`config.mk`:
```
export PLATFORM = sky130hd
export DESIGN_NAME = pbs_access_seq
export DESIGN_NICKNAME = d
export VERILOG_FILES = /design/src/rtl/pbs_pkg.sv /design/src/rtl/pbs_order_guard.sv /design/src/rtl/pbs_gap_timer.sv /design/src/rtl/pbs_phase_fsm.sv /design/src/rtl/pbs_access_seq.sv
export SDC_FILE = /design/constraint.sdc
export NUM_CORES = 1
export LEC_CHECK = 0
export BUFFER_PORTS_ARGS = -buffer_cell sky130_fd_sc_hd__buf_2
export CAP_MARGIN = 10
export CORE_MARGIN = 2
export CORE_UTILIZATION = 49
export DETAILED_ROUTE_END_ITERATION = 7
export PLACE_DENSITY = 0.82
export SKIP_LAST_GASP = 1
export SYNTH_ARGS = -nofsm -noshare
export SYNTH_HDL_FRONTEND = slang
export SYNTH_HIERARCHICAL = 1
export SYNTH_SLANG_ARGS = --single-unit
```
`constraint.sdc`:
```
create_clock -name clk -period 2.3 [get_ports clk]
set_input_delay 0.115 -clock clk [delete_from_list [all_inputs] [get_ports clk]]
set_output_delay 0.115 -clock clk [all_outputs]
set_load 0.1 [all_outputs]
```
`src/rtl/pbs_pkg.sv`:
```
// Shared types and helpers for the peripheral bus access sequencer.
// Assumes: nanosecond values and the clock period are positive integers.
package pbs_pkg;

    typedef enum logic [1:0] {
        KIND_CMD   = 2'd0,
        KIND_DATA  = 2'd1,
        KIND_RXBUF = 2'd2,
        KIND_INDIR = 2'd3
    } acc_kind_e;

    typedef enum logic [1:0] {
        PH_IDLE   = 2'd0,
        PH_SETUP  = 2'd1,
        PH_STROBE = 2'd2,
        PH_HOLD   = 2'd3
    } phase_e;

    typedef enum logic [1:0] {
        IND_NONE = 2'd0,
        IND_RD   = 2'd1,
        IND_WR   = 2'd2
    } ind_hist_e;

    typedef struct packed {
        acc_kind_e kind;
        logic      wr;
        logic      coef;
    } acc_desc_t;

    // Round a nanosecond interval up to whole clock cycles.
    function automatic int ns_to_cyc(input int ns, input int clk_ns);
        return (ns + clk_ns - 1) / clk_ns;
    endfunction

    function automatic int imax(input int a, input int b);
        return (a > b) ? a : b;
    endfunction

endpackage

```
`src/rtl/pbs_order_guard.sv`:
```
// Ordering guard: remembers what the last issued access was, decides whether
// a new request breaks the indirect read/write mixing rule, and picks the
// strobe-to-strobe gap the new access needs.
// Assumes: desc is already normalised (direction forced for fixed kinds) and
// issue pulses once per access that really goes onto the bus.
module pbs_order_guard
    import pbs_pkg::*;
#(
    parameter int GAP_W    = 6,
    parameter int REC_CYC  = 20,
    parameter int COEF_CYC = 45,
    parameter int RXG_CYC  = 28
) (
    input  logic             clk,
    input  logic             rst_n,
    input  acc_desc_t        desc,
    input  logic             issue,
    output logic             reject,
    output logic [GAP_W-1:0] need_gap
);

    ind_hist_e hist;
    logic      prev_cmd;
    logic      prev_rx;

    // Record the kind of the last issued access and the indirect direction.
    always_ff @(posedge clk) begin
        if (!rst_n) begin
            hist     <= IND_NONE;
            prev_cmd <= 1'b0;
            prev_rx  <= 1'b0;
        end else if (issue) begin
            prev_cmd <= (desc.kind == KIND_CMD);
            prev_rx  <= (desc.kind == KIND_RXBUF);
            if (desc.kind == KIND_CMD)
                hist <= IND_NONE;
            else if (desc.kind == KIND_INDIR)
                hist <= desc.wr ? IND_WR : IND_RD;
        end
    end

    // Flag a request that would mix indirect directions without a command write.
    always_comb begin
        reject = (desc.kind == KIND_INDIR) &&
                 ((desc.wr && hist == IND_RD) || (!desc.wr && hist == IND_WR));
    end

    // Select the required idle gap from the (previous, next) pair of kinds.
    always_comb begin
        if (desc.kind == KIND_DATA && !desc.wr && desc.coef && prev_cmd)
            need_gap = GAP_W'(COEF_CYC);
        else if (desc.kind == KIND_RXBUF && prev_rx)
            need_gap = GAP_W'(RXG_CYC);
        else
            need_gap = GAP_W'(REC_CYC);
    end

endmodule

```
`src/rtl/pbs_gap_timer.sv`:
```
// Gap timer: counts cycles with both strobes high since the last strobe-low
// cycle, saturating at GAP_MAX. Starts saturated so the first access after
// reset sees no pending recovery.
// Assumes: GAP_MAX fits in GAP_W bits.
module pbs_gap_timer #(
    parameter int GAP_W   = 6,
    parameter int GAP_MAX = 45
) (
    input  logic             clk,
    input  logic             rst_n,
    input  logic             strobe_low,
    output logic [GAP_W-1:0] gap_cnt
);

    // Clear on a strobe-low cycle, otherwise count up to saturation.
    always_ff @(posedge clk) begin
        if (!rst_n)
            gap_cnt <= GAP_W'(GAP_MAX);
        else if (strobe_low)
            gap_cnt <= '0;
        else if (gap_cnt != GAP_W'(GAP_MAX))
            gap_cnt <= gap_cnt + 1'b1;
    end

endmodule

```
`src/rtl/pbs_phase_fsm.sv`:
```
// Access phase machine: walks one access through address setup (stretched
// until the recovery gap is met), strobe pulse and hold, drives the bus
// pins from its state, captures read data and pulses done.
// Assumes: start only while idle; need_gap >= 1; all cycle counts >= 1.
module pbs_phase_fsm
    import pbs_pkg::*;
#(
    parameter int ADDR_W = 3,
    parameter int DATA_W = 8,
    parameter int AS_CYC = 2,
    parameter int PW_CYC = 20,
    parameter int AH_CYC = 1,
    parameter int GAP_W  = 6,
    parameter int CNT_W  = 5
) (
    input  logic              clk,
    input  logic              rst_n,
    input  logic              start,
    input  logic [ADDR_W-1:0] start_addr,
    input  logic [DATA_W-1:0] start_wdata,
    input  logic              start_wr,
    input  logic [GAP_W-1:0]  start_need,
    input  logic [GAP_W-1:0]  gap_cnt,
    input  logic [DATA_W-1:0] bus_din,
    output logic              idle,
    output logic              done,
    output logic [DATA_W-1:0] rdata,
    output logic [ADDR_W-1:0] bus_addr,
    output logic              bus_cs_n,
    output logic              bus_rd_n,
    output logic              bus_wr_n,
    output logic              bus_doe,
    output logic [DATA_W-1:0] bus_dout
);

    phase_e            phase;
    logic [CNT_W-1:0]  cnt;
    logic              acc_wr;
    logic [GAP_W-1:0]  need;
    logic [ADDR_W-1:0] addr_q;
    logic [DATA_W-1:0] wdata_q;
    logic [GAP_W:0]    gap_next;
    logic              setup_ok;
    logic              gap_ok;

    // Gap reached once the strobe falls on the next cycle.
    always_comb begin
        gap_next = {1'b0, gap_cnt} + 1'b1;
        gap_ok   = (gap_next >= {1'b0, need});
        setup_ok = (cnt >= CNT_W'(AS_CYC - 1));
    end

    // Sequence the phases, hold the access fields and capture read data.
    always_ff @(posedge clk) begin
        if (!rst_n) begin
            phase   <= PH_IDLE;
            cnt     <= '0;
            acc_wr  <= 1'b0;
            need    <= '0;
            addr_q  <= '0;
            wdata_q <= '0;
            rdata   <= '0;
            done    <= 1'b0;
        end else begin
            done <= 1'b0;
            unique case (phase)
                PH_IDLE: begin
                    if (start) begin
                        phase   <= PH_SETUP;
                        cnt     <= '0;
                        acc_wr  <= start_wr;
                        need    <= start_need;
                        addr_q  <= start_addr;
                        wdata_q <= start_wdata;
                    end
                end
                PH_SETUP: begin
                    if (setup_ok && gap_ok) begin
                        phase <= PH_STROBE;
                        cnt   <= '0;
                    end else if (!setup_ok) begin
                        cnt <= cnt + 1'b1;
                    end
                end
                PH_STROBE: begin
                    if (cnt == CNT_W'(PW_CYC - 1)) begin
                        phase <= PH_HOLD;
                        cnt   <= '0;
                        done  <= 1'b1;
                        if (!acc_wr)
                            rdata <= bus_din;
                    end else begin
                        cnt <= cnt + 1'b1;
                    end
                end
                PH_HOLD: begin
                    if (cnt == CNT_W'(AH_CYC - 1))
                        phase <= PH_IDLE;
                    else
                        cnt <= cnt + 1'b1;
                end
                default: phase <= PH_IDLE;
            endcase
        end
    end

    // Decode bus pins from the phase and the held access fields.
    always_comb begin
        idle     = (phase == PH_IDLE);
        bus_cs_n = idle;
        bus_rd_n = !(phase == PH_STROBE && !acc_wr);
        bus_wr_n = !(phase == PH_STROBE && acc_wr);
        bus_doe  = acc_wr && !idle;
        bus_addr = addr_q;
        bus_dout = wdata_q;
    end

endmodule

```
`src/rtl/pbs_access_seq.sv`:
```
// Peripheral bus access sequencer (top). Accepts one access at a time on a
// valid/ready port, normalises its direction, checks the indirect ordering
// rule, selects the recovery gap and runs the access on the strobe bus.
// Assumes: requester holds fields steady while req_valid is high; all time
// parameters are in nanoseconds and CLK_NS is the clock period.
module pbs_access_seq
    import pbs_pkg::*;
#(
    parameter int CLK_NS          = 10,
    parameter int ADDR_W          = 3,
    parameter int DATA_W          = 8,
    parameter int PULSE_NS        = 200,
    parameter int RECOV_NS        = 200,
    parameter int COEF_GAP_NS     = 450,
    parameter int RXBUF_PERIOD_NS = 480,
    parameter int ADDR_SETUP_NS   = 20,
    parameter int ADDR_HOLD_NS    = 10,
    parameter int DATA_SETUP_NS   = 100,
    parameter int DATA_HOLD_NS    = 10,
    parameter int READ_ACC_NS     = 80
) (
    input  logic              clk,
    input  logic              rst_n,
    input  logic              req_valid,
    output logic              req_ready,
    input  logic [1:0]        req_kind,
    input  logic              req_write,
    input  logic              req_coef,
    input  logic [ADDR_W-1:0] req_addr,
    input  logic [DATA_W-1:0] req_wdata,
    output logic              rsp_valid,
    output logic              rsp_err,
    output logic [DATA_W-1:0] rsp_rdata,
    output logic [ADDR_W-1:0] bus_addr,
    output logic              bus_cs_n,
    output logic              bus_rd_n,
    output logic              bus_wr_n,
    output logic              bus_doe,
    output logic [DATA_W-1:0] bus_dout,
    input  logic [DATA_W-1:0] bus_din
);

    localparam int PW_CYC   = imax(imax(ns_to_cyc(PULSE_NS, CLK_NS), ns_to_cyc(DATA_SETUP_NS, CLK_NS)),
                                   ns_to_cyc(READ_ACC_NS, CLK_NS));
    localparam int AS_CYC   = imax(1, ns_to_cyc(ADDR_SETUP_NS, CLK_NS));
    localparam int AH_CYC   = imax(1, imax(ns_to_cyc(ADDR_HOLD_NS, CLK_NS), ns_to_cyc(DATA_HOLD_NS, CLK_NS)));
    localparam int REC_CYC  = imax(1, ns_to_cyc(RECOV_NS, CLK_NS));
    localparam int COEF_CYC = imax(REC_CYC, ns_to_cyc(COEF_GAP_NS, CLK_NS));
    localparam int RXG_CYC  = imax(REC_CYC, ns_to_cyc(RXBUF_PERIOD_NS, CLK_NS) - PW_CYC);
    localparam int GAP_MAX  = imax(COEF_CYC, RXG_CYC);
    localparam int GAP_W    = $clog2(GAP_MAX + 1);
    localparam int CNT_W    = $clog2(imax(PW_CYC, imax(AS_CYC, AH_CYC)) + 1);

    acc_desc_t        desc;
    logic             accept;
    logic             issue;
    logic             reject;
    logic [GAP_W-1:0] need_gap;
    logic [GAP_W-1:0] gap_cnt;
    logic             fsm_idle;
    logic             fsm_done;

    // Normalise the request: fixed-direction kinds ignore req_write.
    always_comb begin
        desc.kind = acc_kind_e'(req_kind);
        desc.coef = req_coef;
        unique case (desc.kind)
            KIND_CMD:   desc.wr = 1'b1;
            KIND_RXBUF: desc.wr = 1'b0;
            default:    desc.wr = req_write;
        endcase
        req_ready = fsm_idle;
        accept    = req_valid && req_ready;
        issue     = accept && !reject;
        rsp_valid = fsm_done || rsp_err;
    end

    // Register the one-cycle rejection response.
    always_ff @(posedge clk) begin
        if (!rst_n)
            rsp_err <= 1'b0;
        else
            rsp_err <= accept && reject;
    end

    pbs_order_guard #(
        .GAP_W   (GAP_W),
        .REC_CYC (REC_CYC),
        .COEF_CYC(COEF_CYC),
        .RXG_CYC (RXG_CYC)
    ) u_guard (
        .clk     (clk),
        .rst_n   (rst_n),
        .desc    (desc),
        .issue   (issue),
        .reject  (reject),
        .need_gap(need_gap)
    );

    pbs_gap_timer #(
        .GAP_W  (GAP_W),
        .GAP_MAX(GAP_MAX)
    ) u_gap (
        .clk       (clk),
        .rst_n     (rst_n),
        .strobe_low(!(bus_rd_n && bus_wr_n)),
        .gap_cnt   (gap_cnt)
    );

    pbs_phase_fsm #(
        .ADDR_W(ADDR_W),
        .DATA_W(DATA_W),
        .AS_CYC(AS_CYC),
        .PW_CYC(PW_CYC),
        .AH_CYC(AH_CYC),
        .GAP_W (GAP_W),
        .CNT_W (CNT_W)
    ) u_fsm (
        .clk        (clk),
        .rst_n      (rst_n),
        .start      (issue),
        .start_addr (req_addr),
        .start_wdata(req_wdata),
        .start_wr   (desc.wr),
        .start_need (need_gap),
        .gap_cnt    (gap_cnt),
        .bus_din    (bus_din),
        .idle       (fsm_idle),
        .done       (fsm_done),
        .rdata      (rsp_rdata),
        .bus_addr   (bus_addr),
        .bus_cs_n   (bus_cs_n),
        .bus_rd_n   (bus_rd_n),
        .bus_wr_n   (bus_wr_n),
        .bus_doe    (bus_doe),
        .bus_dout   (bus_dout)
    );

endmodule

```
-- Yosys cells after proc, flatten, opt, wreduce, memory -nomap -nowiden
Index checks and enable logic that the tools add are counted.
- reductions and logical operators: 34
- add/sub/neg operators: 3
- order comparisons: 2
- muxes and demuxes: 20
- equal/unequal tests: 17
- bitwise gates (word level): 1
- operators with widths (kind ; number):
    two-way mux 5 bit ; 5
    one-hot mux 5 bit (4 select lines) ; 1
    two-way mux 6 bit ; 3
    logical AND 1 bit ; 15
    two-way mux 2 bit ; 7
    == test 2 bit (second input constant) ; 5
    != test 2 x 1 -> 1 bit (second input constant) ; 4
    one-hot mux 2 bit (4 select lines) ; 1
    AND reduction 2 bit ; 4
    adder 6 x 1 -> 7 bit (second input constant) ; 1
    >= comparator 7 x 6 -> 1 bit ; 1
    adder 6 x 1 -> 6 bit (second input constant) ; 1
    == test 2 x 1 -> 1 bit (second input constant) ; 3
    zero test 1 bit ; 6
    != test 6 bit (second input constant) ; 1
    AND reduction 3 bit ; 2
    adder 5 x 1 -> 5 bit (second input constant) ; 1
    == test 5 bit (second input constant) ; 1
    >= comparator 5 x 1 -> 1 bit (second input constant) ; 1
    zero test 5 bit ; 1
    zero test 2 bit ; 2
    two-way mux 4 bit ; 1
    != test 2 bit (second input constant) ; 2
    AND reduction 4 bit ; 1
    6 further kinds ; 7
- word-level logic and storage cells: 91
- output and inout port bits: 26
- flip-flop bits (word level): 45

-- Depth between registers and ports, before layout
- word-level depth: 10
- depth in mapped cells: 11
- depth with buffers taken out: 11

-- Cells and area by module
Netlist, hierarchy kept.
- by module, submodules not included (module ; seq. area each (um^2) ; area each (um^2) ; instances ; cells each):
    pbs_phase_fsm ; 680.7 ; 1762.9 ; 1 ; 205
    pbs_gap_timer ; 120.1 ; 312.8 ; 1 ; 32
    pbs_order_guard ; 80.1 ; 295.3 ; 1 ; 34
    pbs_access_seq ; 20.0 ; 53.8 ; 1 ; 9

-- Worst setup path after synthesis
Ideal clock, no wire load.
- path kind: register -> register
- from: register u_fsm.phase[0]
- to: register u_fsm.acc_wr
- setup time: 76 ps
- path buffers: 3
- slack: -781 ps
- required time: 2224 ps
- arrival: 3006 ps
- stages on the path, launching flop included: 11
- path through: dfxtp_1 inv_1 ha_1 buf_4 nand2_1 nor2_1 and2_1 clkbuf_1 clkbuf_1 nand2_1 a21boi_0
- longest elaborated chain between the ends: 4
- ends and longest elaborated chain (what ; line ; RTL):
    start, declared ; pbs_phase_fsm.sv:36 ; phase_e phase;
    start signal, assigned ; pbs_phase_fsm.sv:56 ; phase <= PH_IDLE;
    start signal, assigned ; pbs_phase_fsm.sv:69 ; phase <= PH_SETUP;
    start signal, assigned ; pbs_phase_fsm.sv:79 ; phase <= PH_STROBE;
    zero test 2 bit ; pbs_phase_fsm.sv:109 ; idle = (phase == PH_IDLE);
    net bus_cs_n ; pbs_access_seq.sv:35 ; output logic bus_cs_n,
    logical AND 1 bit ; pbs_access_seq.sv:73 ; accept = req_valid && req_ready;
    logical AND 1 bit ; pbs_access_seq.sv:74 ; issue = accept && !reject;
    net issue ; pbs_access_seq.sv:56 ; logic issue;
    AND reduction 2 bit (no line) ; -- ;
    end signal, assigned ; pbs_phase_fsm.sv:71 ; acc_wr <= start_wr;
    end, declared ; pbs_phase_fsm.sv:38 ; logic acc_wr;
The timed path passes the listed nets, and every way through them passes these cells.
A chain may end at the register's enable or synchronous reset.

-- Worst setup path in the final report
- from: register u_gap.gap_cnt[0]
- to: register u_fsm.cnt[3]
- longest elaborated chain between the ends: 5
- elaborated cells between the ends (all ways): 7
- classes of those cells: 1 x add/sub; 1 x order compare; 1 x eq/ne; 2 x mux; 2 x reduce/logical
- ends and longest elaborated chain (what ; line ; RTL):
    start, declared ; pbs_gap_timer.sv:12 ; output logic [GAP_W-1:0] gap_cnt
    start signal, assigned ; pbs_gap_timer.sv:18 ; gap_cnt <= GAP_W'(GAP_MAX);
    start signal, assigned ; pbs_gap_timer.sv:22 ; gap_cnt <= gap_cnt + 1'b1;
    adder 6 x 1 -> 7 bit * ; pbs_phase_fsm.sv:48 ; gap_next = {1'b0, gap_cnt} + 1'b1;
    >= comparator 7 x 6 -> 1 bit * ; pbs_phase_fsm.sv:49 ; gap_ok = (gap_next >= {1'b0, need});
    logical AND 1 bit * ; pbs_phase_fsm.sv:78 ; if (setup_ok && gap_ok) begin
    two-way mux 5 bit / != test 3 bit (equally long branches) ; -- ;
    one-hot mux 5 bit (4 select lines) / AND reduction 3 bit (equally long branches) ; -- ;
    end signal, assigned ; pbs_phase_fsm.sv:82 ; cnt <= cnt + 1'b1;
    end signal, assigned ; pbs_phase_fsm.sv:93 ; cnt <= cnt + 1'b1;
    end signal, assigned ; pbs_phase_fsm.sv:100 ; cnt <= cnt + 1'b1;
    end, declared ; pbs_phase_fsm.sv:37 ; logic [CNT_W-1:0] cnt;
Mark *: on every way between the ends. The rest lies on a longest branch, timed or not.

==> flow_metrics.env <==
export IMPL_status="completed"
export IMPL_max_vdd_ir_drop_mv=0.734
export IMPL_timing_final_ws_setup_ns=0.0664
export IMPL_place_ws_ns=-0.00318
export IMPL_hold_path_class="input pin to flip-flop"
export IMPL_cpLargestDelayFamily="compound AO/OA/AOI/OAI gates"
export IMPL_tightest_slew_ns=0.651
export IMPL_path_buf_inv=2
export IMPL_clock_latency_ns=0.30
export IMPL_drtIter0Drc=80
export IMPL_final_nets=381
export IMPL_routedWlPerCell_um=12.5
export IMPL_yosys_warnings=6
export IMPL_crit_type="flip-flop to flip-flop"
export IMPL_layout_drive_gt1_share_pct=27.1
export IMPL_fin_setup_tns_ns=0
export IMPL_ys_seq_area_share_pct=37.2
export IMPL_grt_pass1_wl_um=8250
export IMPL_syn_area_mm2=0.00242
export IMPL_viasPerCell=5.12
export IMPL_synthFlopType="dfxtp_1"
export IMPL_drc=0
export IMPL_num_io_pins=52
export IMPL_p_int_uw=1900
export IMPL_rsz0062_at_grt="yes"
export IMPL_firstDrtPassIters=4
export IMPL_start_kind="flip-flop"
export IMPL_cts_sinks=45
export IMPL_fin_crit_ns=2.23
export IMPL_dp_hpwl_um=3590
export IMPL_min_period_over_period_pct=97.1
export IMPL_cts_tree="done"
export IMPL_grt_overflow_total=0
export IMPL_arrival_ns=2.42
export IMPL_clockRootBuffer="clkbuf_8"
export IMPL_critPathSlowestCell="dfxtp_4"
export IMPL_switchingPower_uw=1710
export IMPL_syn_area_per_cell_um2=8.66
export IMPL_rows=25
export IMPL_ys_types=48
export IMPL_report_final_slew_viol_count=0
export IMPL_synth_edf_count=0
export IMPL_die_h_um=74.3
export IMPL_finClkSkew_ns=0.00807
export IMPL_power_frac_clock_pct=16.9
export IMPL_clkTransAtPathRegs_ns=0.08
export IMPL_cellPowerDensity_mw_per_mm2=1220
export IMPL_cp_cell_sequence="buf_4 > nand3_1 > nor2_1 > xor2_1 > ha_1 > inv_1 > o221ai_2 > a41oi_2 > a31o_2 > a32oi_1 > o31ai_1"
export IMPL_cp_end_kind="flip-flop"
export IMPL_p_total_uw=3620
export IMPL_cp_slowest_stage_delay_ns=0.38
export IMPL_portBuffers=51
export IMPL_start_util_pct=51.0
export IMPL_n_antenna_cell=0
export IMPL_drv_cap=0
export IMPL_required_ns=2.49
export IMPL_fmax_ghz=0.448
export IMPL_finalSetupViolCount=0
export IMPL_post_synth_top_area_cell="dfxtp_1"
export IMPL_gp_congestion=0.787
export IMPL_crit_fanout=7
export IMPL_p_leak_uw=0.00135
export IMPL_pwr_share_seq_pct=28.8
export IMPL_grt_pass1_vias=1923
export IMPL_syn2layout_area_growth_pct=22.3
export IMPL_die_area_mm2=0.00553
export IMPL_relSlewSlack_pct=56.6
export IMPL_instances_no_fill=403
export IMPL_dp_cells=393
export IMPL_synthCells=280
export IMPL_num_vias=2062
export IMPL_grt_use_total_pct=19.0
export IMPL_die_width_um=74.3
export IMPL_h_tree_depth=2
export IMPL_ys_top_cells_by_area="dfxtp_1 (37%), ha_1 (10%), nand2_1 (8.7%)"
export IMPL_ant_nets=0
export IMPL_cts_buffer_depth=2
export IMPL_async_flop_share_pct=0
export IMPL_timing_hold_violations_final=0
export IMPL_routed_wirelength_um=5060
export IMPL_cts_made_buffers=5
export IMPL_antenna_found_initial=0
export IMPL_p_comb_share_pct=54.3
export IMPL_grt_max_degree=48
export IMPL_yosysTopAreaCellShare_pct=37.2
export IMPL_synth_fp_nets=326
export IMPL_p_sw_share_pct=47.3
export IMPL_yosys_register_bits=45
export IMPL_nFillCells=407
export IMPL_holdWs_ns=0.0542
export IMPL_core_mm2=0.00475
export IMPL_hold_buffers=0
## power groups by stage
stage,Sequential [uW],Combinational [uW],Clock [uW]
after floorplan,1370,1180,0
after global placement,1030,1790,0
after detailed placement,1040,1850,0
after CTS,1020,1870,631
after global routing,1060,2160,656
final,1040,1960,612
## tightest hold or removal path, cell delays in order
cell,delay (ns)
buf_2,0.09
nand2_1,0.04
a21boi_0,0.06
## metal layers
metal	part of all wire, %	vias to the layer above	GRT usage (%)
met3	4.8	7	3.52
met5	0	-	0
met1	44	949	22.0
met4	2.0	0	7.14
li1	-	1049	-
met2	50	57	34.8
## layout by cell type, fill, tap and decap left out, drive strengths merged, types with 3 or more instances in the layout
cell type / instances
a21boi: 19
a21oi: 4
and2b: 3
buf: 60
clkbuf: 7
dfxtp: 45
ha: 20
inv: 17
mux2i: 15
nand2: 57
nand2b: 3
nand3: 13
nand3b: 3
nand4: 3
nor2: 7
nor2b: 15
nor3: 3
o21ai: 7
o31ai: 4
## worst paths after layout
check                    start                end  slack (ns)  cells after the start
max           u_gap/gap_cnt[0]       u_fsm/cnt[3]        0.07                     11
min               req_wdata[1]  u_fsm/bus_dout[1]        0.05                      3
max reg2reg   u_gap/gap_cnt[0]       u_fsm/cnt[3]        0.07                     11
min reg2reg  u_fsm/bus_dout[6]  u_fsm/bus_dout[6]        0.46                      2
## cells in the mapped netlist, types with 3 or more instances
cell type / n
nand3b_1: 3
inv_1: 17
clkbuf_1: 7
nand2_1: 56
nand3_1: 13
a21oi_1: 4
ha_1: 20
nor2_1: 7
o21ai_0: 7
nor2b_1: 15
nand2b_1: 3
mux2i_1: 15
o31ai_1: 4
dfxtp_1: 45
buf_4: 4
a21boi_0: 19
## through the flow
step                util [%]  cell area [um2]
floorplan                  -             2450
global placement        58.4             2780
detailed placement      58.4             2780
CTS                     61.0             2900
global route            62.4             2970
finish                  62.4             2970
## layout make-up
type | count | area (um2) | share of cell area, %
Multi-Input combinational cell | 206 | 1470 | 49.7
Sequential cell | 45 | 906 | 30.5
Timing Repair Buffer | 60 | 323 | 10.9
Clock buffer | 7 | 86.3 | 2.91
Tap cell | 67 | 83.8 | 2.83
Inverter | 17 | 63.8 | 2.15
Clock inverter | 1 | 30.0 | 1.01
## what timing repair did
item,in CTS,in global routing
gates cloned,0,0
resized for setup,1,12
setup endpoints to repair,3,7
buffers inserted,0,2
endpoints found under the hold margin,0,0
pin swaps,0,5
## cell families (layout without fill, tap and decap cells)
logic type	after synthesis	after routing	synth area share (%)
buffers and inverters	29	85	5.16
other	2	2	0.310
adder cells (fa/ha/maj)	20	20	10.3
multiplexers	15	15	6.19
AND/OR/NAND/NOR	120	120	26.2
XOR/XNOR	4	4	1.45
AO/OA/AOI/OAI	45	45	13.3
flip-flops	45	45	37.2
## sequential cells by signal, summed over array words and instances, names as in the netlist, 2 cells and up
register,count
u_fsm/rdata,8
u_fsm/bus_addr,3
u_guard/hist,2
u_fsm/need,6
u_gap/gap_cnt,6
u_fsm/phase,2
u_fsm/bus_dout,8
u_fsm/cnt,5
Power figures use the tool's default switching activity.
